### config.mk
export PLATFORM = sky130hd
export DESIGN_NAME = dsss_chip_mod
export DESIGN_NICKNAME = d
export VERILOG_FILES = /design/src/rtl/dsss_mod_pkg.sv /design/src/rtl/dsss_sym_reg.sv /design/src/rtl/dsss_chip_reg.sv /design/src/rtl/dsss_lane.sv /design/src/rtl/dsss_chip_mod.sv
export SDC_FILE = /design/constraint.sdc
export NUM_CORES = 1
export LEC_CHECK = 0
export CELL_PAD_IN_SITES_DETAIL_PLACEMENT = 2
export CELL_PAD_IN_SITES_GLOBAL_PLACEMENT = 2
export CORE_MARGIN = 3
export CORE_UTILIZATION = 34
export CTS_BUF_LIST = sky130_fd_sc_hd__clkbuf_8
export CTS_CLUSTER_DIAMETER = 40
export DETAILED_ROUTE_END_ITERATION = 12
export GPL_TIMING_DRIVEN = 0
export PLACE_DENSITY = 0.86
export SLEW_MARGIN = 20
export SYNTH_ARGS = -nofsm -noshare
export SYNTH_HDL_FRONTEND = slang
export SYNTH_SLANG_ARGS = --single-unit
### constraint.sdc
create_clock -name clk_i -period 3.6 [get_ports clk_i]
set_clock_uncertainty 0.05 [all_clocks]
set_input_delay 0.54 -clock clk_i [delete_from_list [all_inputs] [get_ports clk_i]]
set_output_delay 0.54 -clock clk_i [all_outputs]
set_load 0.1 [all_outputs]
### src/rtl/dsss_mod_pkg.sv
package dsss_mod_pkg;
  typedef enum logic [2:0] {
    SCH_BPSK  = 3'd0,
    SCH_QPSK  = 3'd1,
    SCH_OQPSK = 3'd2,
    SCH_QPN   = 3'd3,
    SCH_OQPN  = 3'd4
  } scheme_e;

  typedef struct packed {
    logic    quad;
    scheme_e sch;
    logic    diff;
  } mod_cfg_t;
endpackage

### src/rtl/dsss_sym_reg.sv
module dsss_sym_reg
  import dsss_mod_pkg::*;
#(
  parameter int NUM_CH = 4
) (
  input  logic              clk_i,
  input  logic              rst_ni,
  input  logic              sym_stb_i,
  input  logic [NUM_CH-1:0] data_i,
  input  logic              quad_i,
  input  logic [2:0]        scheme_i,
  input  logic              diff_i,
  output logic [NUM_CH-1:0] data_o,
  output mod_cfg_t          cfg_o
);
  logic [NUM_CH-1:0] data_q;
  mod_cfg_t          cfg_q, cfg_new;
  logic [NUM_CH-1:0] data_new;

  always_comb begin
    cfg_new.quad = quad_i;
    cfg_new.sch  = scheme_e'(scheme_i);
    cfg_new.diff = diff_i;
    data_new     = diff_i ? (data_i ^ data_q) : data_i;
  end

  // new symbol is visible in the same sample it arrives with
  assign data_o = sym_stb_i ? data_new : data_q;
  assign cfg_o  = sym_stb_i ? cfg_new  : cfg_q;

  always_ff @(posedge clk_i or negedge rst_ni) begin
    if (!rst_ni) begin
      data_q <= '0;
      cfg_q  <= '0;
    end else if (sym_stb_i) begin
      data_q <= data_new;
      cfg_q  <= cfg_new;
    end
  end

  AST_DATA_HOLD: assert property (@(posedge clk_i) disable iff (!rst_ni)
    !sym_stb_i |=> $stable(data_q));
  AST_CFG_HOLD: assert property (@(posedge clk_i) disable iff (!rst_ni)
    !sym_stb_i |=> $stable(cfg_q));
endmodule

### src/rtl/dsss_chip_reg.sv
module dsss_chip_reg #(
  parameter int NUM_CH = 4
) (
  input  logic              clk_i,
  input  logic              rst_ni,
  input  logic              chip_stb_i,
  input  logic [NUM_CH-1:0] ci_i,
  input  logic [NUM_CH-1:0] cq_i,
  output logic [NUM_CH-1:0] ci_o,
  output logic [NUM_CH-1:0] cq_o
);
  logic [NUM_CH-1:0] ci_q, cq_q;

  assign ci_o = chip_stb_i ? ci_i : ci_q;
  assign cq_o = chip_stb_i ? cq_i : cq_q;

  always_ff @(posedge clk_i or negedge rst_ni) begin
    if (!rst_ni) begin
      ci_q <= '0;
      cq_q <= '0;
    end else if (chip_stb_i) begin
      ci_q <= ci_i;
      cq_q <= cq_i;
    end
  end

  AST_CHIP_HOLD: assert property (@(posedge clk_i) disable iff (!rst_ni)
    !chip_stb_i |=> ($stable(ci_q) && $stable(cq_q)));
endmodule

### src/rtl/dsss_lane.sv
module dsss_lane
  import dsss_mod_pkg::*;
#(
  parameter int LANE   = 0,
  parameter int NUM_CH = 4,
  parameter int GAIN_W = 8,
  parameter int OUT_W  = 10
) (
  input  logic                    clk_i,
  input  logic                    rst_ni,
  input  logic                    samp_stb_i,
  input  logic                    quad_i,
  input  scheme_e                 sch_i,
  input  logic                    bd_i,   // data bit, four-channel mode
  input  logic                    qdi_i,  // I data bit, quad mode
  input  logic                    qdq_i,  // Q data bit, quad mode
  input  logic                    ci_i,
  input  logic                    cq_i,
  input  logic [GAIN_W-1:0]       gain_i_i,
  input  logic [GAIN_W-1:0]       gain_q_i,
  output logic signed [OUT_W-1:0] i_o,
  output logic signed [OUT_W-1:0] q_o
);
  localparam int  HALF    = NUM_CH / 2;
  localparam bit  QUAD_OK = (LANE < HALF);
  localparam int  PAD     = OUT_W - GAIN_W;

  logic signed [OUT_W-1:0] gi_pos, gq_pos, i_val, q_raw, q_val, q_dly;
  logic i_on, q_on, q_off, i_bit, q_bit;

  assign gi_pos = $signed({{PAD{1'b0}}, gain_i_i});
  assign gq_pos = $signed({{PAD{1'b0}}, gain_q_i});

  always_comb begin
    i_on  = 1'b0;
    q_on  = 1'b0;
    q_off = 1'b0;
    i_bit = 1'b0;
    q_bit = 1'b0;
    if (!quad_i) begin
      i_on  = 1'b1;
      i_bit = bd_i ^ ci_i;
    end else if (QUAD_OK) begin
      i_on  = 1'b1;
      i_bit = qdi_i ^ ci_i;
      unique case (sch_i)
        SCH_QPSK, SCH_OQPSK: begin
          q_on  = 1'b1;
          q_bit = qdq_i ^ ci_i;
        end
        SCH_QPN, SCH_OQPN: begin
          q_on  = 1'b1;
          q_bit = qdq_i ^ cq_i;
        end
        default: q_on = 1'b0;
      endcase
      q_off = (sch_i == SCH_OQPSK) || (sch_i == SCH_OQPN);
    end
  end

  assign i_val = !i_on ? '0 : (i_bit ? -gi_pos : gi_pos);
  assign q_raw = !q_on ? '0 : (q_bit ? -gq_pos : gq_pos);
  assign q_val = q_off ? q_dly : q_raw;

  always_ff @(posedge clk_i or negedge rst_ni) begin
    if (!rst_ni) begin
      i_o   <= '0;
      q_o   <= '0;
      q_dly <= '0;
    end else if (samp_stb_i) begin
      i_o   <= i_val;
      q_o   <= q_val;
      q_dly <= q_raw;
    end
  end

  AST_BPSK4_Q_ZERO: assert property (@(posedge clk_i) disable iff (!rst_ni)
    (samp_stb_i && !quad_i) |=> (q_o == '0));
  AST_IDLE_LANE_ZERO: assert property (@(posedge clk_i) disable iff (!rst_ni)
    (samp_stb_i && quad_i && !QUAD_OK) |=> (i_o == '0 && q_o == '0));
  AST_I_LEVEL: assert property (@(posedge clk_i) disable iff (!rst_ni)
    (samp_stb_i && (!quad_i || QUAD_OK)) |=>
      (i_o == $past(gi_pos) || i_o == -$past(gi_pos)));
  AST_OFFSET_LAG: assert property (@(posedge clk_i) disable iff (!rst_ni)
    (samp_stb_i && quad_i && QUAD_OK && (sch_i == SCH_OQPN || sch_i == SCH_OQPSK))
      |=> (q_o == $past(q_dly)));
endmodule

### src/rtl/dsss_chip_mod.sv
module dsss_chip_mod
  import dsss_mod_pkg::*;
#(
  parameter int NUM_CH = 4,
  parameter int GAIN_W = 8,
  parameter int OUT_W  = 10
) (
  input  logic                     clk_i,
  input  logic                     rst_ni,
  input  logic                     samp_stb_i,
  input  logic                     chip_stb_i,
  input  logic                     sym_stb_i,
  input  logic [NUM_CH-1:0]        data_i,
  input  logic [NUM_CH-1:0]        code_i_i,
  input  logic [NUM_CH-1:0]        code_q_i,
  input  logic                     quad_mode_i,
  input  logic [2:0]               scheme_i,
  input  logic                     diff_en_i,
  input  logic [GAIN_W-1:0]        gain_i_i,
  input  logic [GAIN_W-1:0]        gain_q_i,
  output logic                     valid_o,
  output logic [NUM_CH*OUT_W-1:0]  samp_i_o,
  output logic [NUM_CH*OUT_W-1:0]  samp_q_o
);
  localparam int HALF = NUM_CH / 2;

  logic [NUM_CH-1:0] data_eff, ci_eff, cq_eff;
  mod_cfg_t          cfg_eff;

  dsss_sym_reg #(.NUM_CH(NUM_CH)) u_sym (
    .clk_i    (clk_i),
    .rst_ni   (rst_ni),
    .sym_stb_i(sym_stb_i),
    .data_i   (data_i),
    .quad_i   (quad_mode_i),
    .scheme_i (scheme_i),
    .diff_i   (diff_en_i),
    .data_o   (data_eff),
    .cfg_o    (cfg_eff)
  );

  dsss_chip_reg #(.NUM_CH(NUM_CH)) u_chip (
    .clk_i     (clk_i),
    .rst_ni    (rst_ni),
    .chip_stb_i(chip_stb_i),
    .ci_i      (code_i_i),
    .cq_i      (code_q_i),
    .ci_o      (ci_eff),
    .cq_o      (cq_eff)
  );

  for (genvar k = 0; k < NUM_CH; k++) begin : g_lane
    logic qdi, qdq;
    logic signed [OUT_W-1:0] li, lq;
    if (k < HALF) begin : g_quad
      assign qdi = data_eff[2*k];
      assign qdq = data_eff[2*k+1];
    end else begin : g_single
      assign qdi = 1'b0;
      assign qdq = 1'b0;
    end
    dsss_lane #(.LANE(k), .NUM_CH(NUM_CH), .GAIN_W(GAIN_W), .OUT_W(OUT_W)) u_lane (
      .clk_i     (clk_i),
      .rst_ni    (rst_ni),
      .samp_stb_i(samp_stb_i),
      .quad_i    (cfg_eff.quad),
      .sch_i     (cfg_eff.sch),
      .bd_i      (data_eff[k]),
      .qdi_i     (qdi),
      .qdq_i     (qdq),
      .ci_i      (ci_eff[k]),
      .cq_i      (cq_eff[k]),
      .gain_i_i  (gain_i_i),
      .gain_q_i  (gain_q_i),
      .i_o       (li),
      .q_o       (lq)
    );
    assign samp_i_o[k*OUT_W +: OUT_W] = li;
    assign samp_q_o[k*OUT_W +: OUT_W] = lq;
  end

  always_ff @(posedge clk_i or negedge rst_ni) begin
    if (!rst_ni) valid_o <= 1'b0;
    else         valid_o <= samp_stb_i;
  end

  AST_OUT_HOLD: assert property (@(posedge clk_i) disable iff (!rst_ni)
    !samp_stb_i |=> ($stable(samp_i_o) && $stable(samp_q_o) && !valid_o));
endmodule

==> metrics.md <==
| Metric | Value |
|---|---|
| GRT Total Usage | 23.8% |
| Mean Syn Cell Area | 9.01 µm² |
| Final HPWL DP | 15.2 mm |
| Critical Path, Cell by Cell | clkdlybuf4s50_1 -> inv_1 -> ha_1 -> clkinv_1 -> or3_1 -> or3_1 -> buf_1 -> o31a_1 -> a32oi_1 -> a21oi_1 |
| Mux share of post-synthesis cell area | 3.12% |
| Power per cell area | 561 nW/µm² |
| Synth Area in Adders | 0.466% |
| Die height | 132 µm |
| Slew margin rel. | 33.3% |
| Gpl congestion | 0.893 |
| Total iterations of the first detailed-routing run | 4 |
| Sequential share of power | 33.2% |
| Reg-to-reg endpoint | g_lane[0].u_lane.q_dly[4]$_DFFE_PN0P_ |
| Setup TNS | 0 ns |
| Worst Setup Start Kind | primary input |
| Commonest cells after routing, fill and taps aside | 91 x dfrtp_1, 87 x clkdlybuf4s50_1, 53 x nor2_1, 41 x a21oi_1, 37 x nand3_1 |
| Most frequently used flop master after synthesis | dfrtp_1 |
| Yosys warnings | 0 |
| Clock network power share | 18.1% |
| Fin crit period | 3.16 ns |
| Clock root buffer master | clkbuf_8 |
| Post-place setup slack | 0.0732 ns |
| Fraction of registers with async set/reset | 100% |
| Int Power | 1.87 mW |
| PostCTS Resize Cnt | 0 |
| Num CTS Buffers | 9 |
| Yosys reg bits | 91 |
| Worst-path clk slew | 0.10 ns |
| DRC | 0 |
| Register area share after synthesis | 42.4% |
| Critical-path maximum fanout | 10 |
| Area of the multi-input gates | 2690 µm² |
| Worst hold stages | 2 |
| Synth Area in Simple Gates | 19.3% |
| Sw power | 1.95 mW |
| Fin worst setup slack | 0.435 ns |
| Sw frac | 51.1% |
| I/O pin count | 119 |
| Routed WL per cell | 22.3 µm |
| Reg area | 2280 µm² |
| RSZ-0062 raised after global routing | no |
| Largest net degree at the start of global routing | 71 |
| Antenna diodes | 0 |
| DRT Wirelength | 20.8 mm |
| Tcrit/Tclk final | 87.9% |
| Rows | 45 |
| Layout area overhead | 26.6% |
| # setup viols final | 0 |
| XOR/XNOR Fraction of Synth Area | 3.26% |
| Share of cells above drive strength 1 | 10.5% |
| Global-route wire length before repair | 33.0 mm |
| CP Class | primary input to flop |
| Routed Antenna Nets | 0 |
| Initial antenna violation count | 0 |
| Hold Fails Final Rpt | 0 |
| Worst path slowest cell | clkdlybuf4s50_1 |
| Fill cells | 1686 |
| Die W | 132 µm |
| R2R Path Start | u_sym.cfg_q[4]$_DFF_PN0_ |
| Least-Margin Pin Slew | 1.00 ns |
| Post-synth EDFFs | 0 |
| # H-tree levels | 3 |
| Vias per std cell | 5.65 |
| TritonCTS clock tree | done |
| Largest family of logic cells by synthesized area | compound AO/OA/AOI/OAI gates |
| Starting Density | 35.0% |
| Longest Clk Path Bufs | 2 |
| Nets@finish | 756 |
| DRT iter0 DRCs | 326 |
| Status | complete, no violations |
| I/O Buffers | 88 |
| Vias | 5263 |
| Max stage delay on crit path | 0.59 ns |
| Combinational power share | 48.6% |
| Worst reg2reg path depth | 8 |
| Crit path required time | 3.81 ns |
| Synth Area in Compound Gates | 22.4% |
| Critical hold path startpoint | g_lane[1].u_lane.q_dly[4]$_DFFE_PN0P_ |
| Area of the core | 15300 µm² |
| Final core occ | 44.4% |
| Setup crit end kind | flop |
| End of the worst hold path | g_lane[1].u_lane.q_dly[4]$_DFFE_PN0P_ |
| Leak | 2.91 nW |
| Hold Crit Class | flop to flop |
| CP most frequent cell | or3_1 |
| Most common cell after layout, fill and taps aside | dfrtp_1 |
| GRT overflow | 0 |
| Post-synthesis instance area | 5370 µm² |
| Mapped Cells | 596 |
| CP arrival | 3.37 ns |
| Max Cap Viol | 0 |
| Synth unique cells | 61 |
| Vias in the first global route | 5831 |
| Slew Limit Fails | 0 |
| Clock sinks | 91 |
| Die area | 17300 µm² |
| Flop-to-flop setup slack | 0.75 ns |
| Max VDD drop | 0.000340 V |
| Worst-skew pair later-pin latency | 0.39 ns |
| Fmax achieved | 316 MHz |
==> timing repair <==
| action | CTS | global route |
|---|---|---|
| setup endpoints to repair | 0 | 0 |
| endpoints found under the hold margin | 21 | 0 |
| buffers inserted | 0 | 0 |
| hold buffers | 1 | 0 |
==> synthesized netlist by cell type (all sizes together), types with 7 or more instances <==
cell     instances  area, µm²
a311o            7       70.1
and3            16        100
a31oi            7       43.8
nand3           37        185
o21ai           36        184
clkbuf          31        116
nor2            53        199
a31o             9       78.8
inv             21       78.8
nand2           28        105
o2bb2ai         24        210
or4             10       75.1
mux2i            9        123
nand4           15       93.8
dfrtp           91       2280
o31ai           10       75.1
a21oi           41        205
or3             11       68.8
buf             37        278
xor2            16        140
nor3            15       75.1
==> through the flow <==
step | hold WS, ns | area (µm²) | instances | power, mW
6_report | 0.443 | 6800 | 932 | 3.81
3_3_place_gp | 0.415 | 6580 | 914 | 3.07
4_1_cts | 0.449 | 6800 | 932 | 3.82
5_1_grt | 0.475 | 6800 | 932 | 3.97
2_1_floorplan | 0.194 | 5440 | 615 | 2.60
3_5_place_dp | 0.361 | 6610 | 915 | 3.12
==> power by group through the flow <==
stage / clock network, mW / logic (mW) / registers (mW)
floorplan: 0 / 0.626 / 1.98
global placement: 0 / 1.79 / 1.28
detailed placement: 0 / 1.84 / 1.28
CTS: 0.701 / 1.85 / 1.27
global route: 0.738 / 1.94 / 1.29
finish: 0.692 / 1.85 / 1.27
==> routing by layer <==
metal	up-vias	routed length, µm	track usage [%]
met3	28	876	3.37
met2	173	10300	40.5
met4	0	389	7.12
met5	-	0	0
li1	2383	-	-
met1	2679	9270	31.6
==> critical path: cells and delay by family <==
kind | cells | cell delay (ns)
simple gates | 2 | 0.77
compound gates | 3 | 0.72
buf+inv | 4 | 1.19
fa+ha+maj | 1 | 0.15
==> kinds of logic (layout without fill, tap and decap cells) <==
family	after synthesis	after routing
xor+xnor	20	20
buf+inv	90	196
flops	91	91
mux	13	13
fa+ha+maj	2	2
compound gates	174	174
other cells	1	20
simple gates	205	205
==> layout make-up <==
type	count	share of cell area (%)
Buffer	68	5.80
Clock buffer	9	1.82
Clock inverter	7	0.755
Inverter	22	1.21
Multi-Input combinational cell	434	39.5
Sequential cell	91	33.5
Tap cell	211	3.88
Timing Repair Buffer	90	13.5
==> worst max-delay path by stage <==
stage | from | endpoint | depth (start not counted)
2_1_floorplan | sym_stb_i | g_lane[0].u_lane.q_dly[2]$_DFFE_PN0P_ | 9
3_3_place_gp | rst_ni | g_lane[0].u_lane.i_o[2]$_DFFE_PN0P_ | 1
3_5_place_dp | gain_q_i[1] | g_lane[1].u_lane.q_o[8]$_DFFE_PN0P_ | 10
4_1_cts | gain_q_i[1] | g_lane[1].u_lane.q_o[8]$_DFFE_PN0P_ | 10
5_1_grt | quad_mode_i | g_lane[1].u_lane.q_dly[4]$_DFFE_PN0P_ | 9
6_report | gain_q_i[1] | g_lane[1].u_lane.q_o[8]$_DFFE_PN0P_ | 10
==> state kept, by name (all words and copies together), names as in the netlist <==
signal               flops
g_lane.u_lane.i_o       38
g_lane.u_lane.q_dly     19
g_lane.u_lane.q_o       19
u_chip.ci_q              4
u_sym.cfg_q              4
u_sym.data_q             4
u_chip.cq_q              2
valid_o                  1
Power figures use the tool's default switching activity.
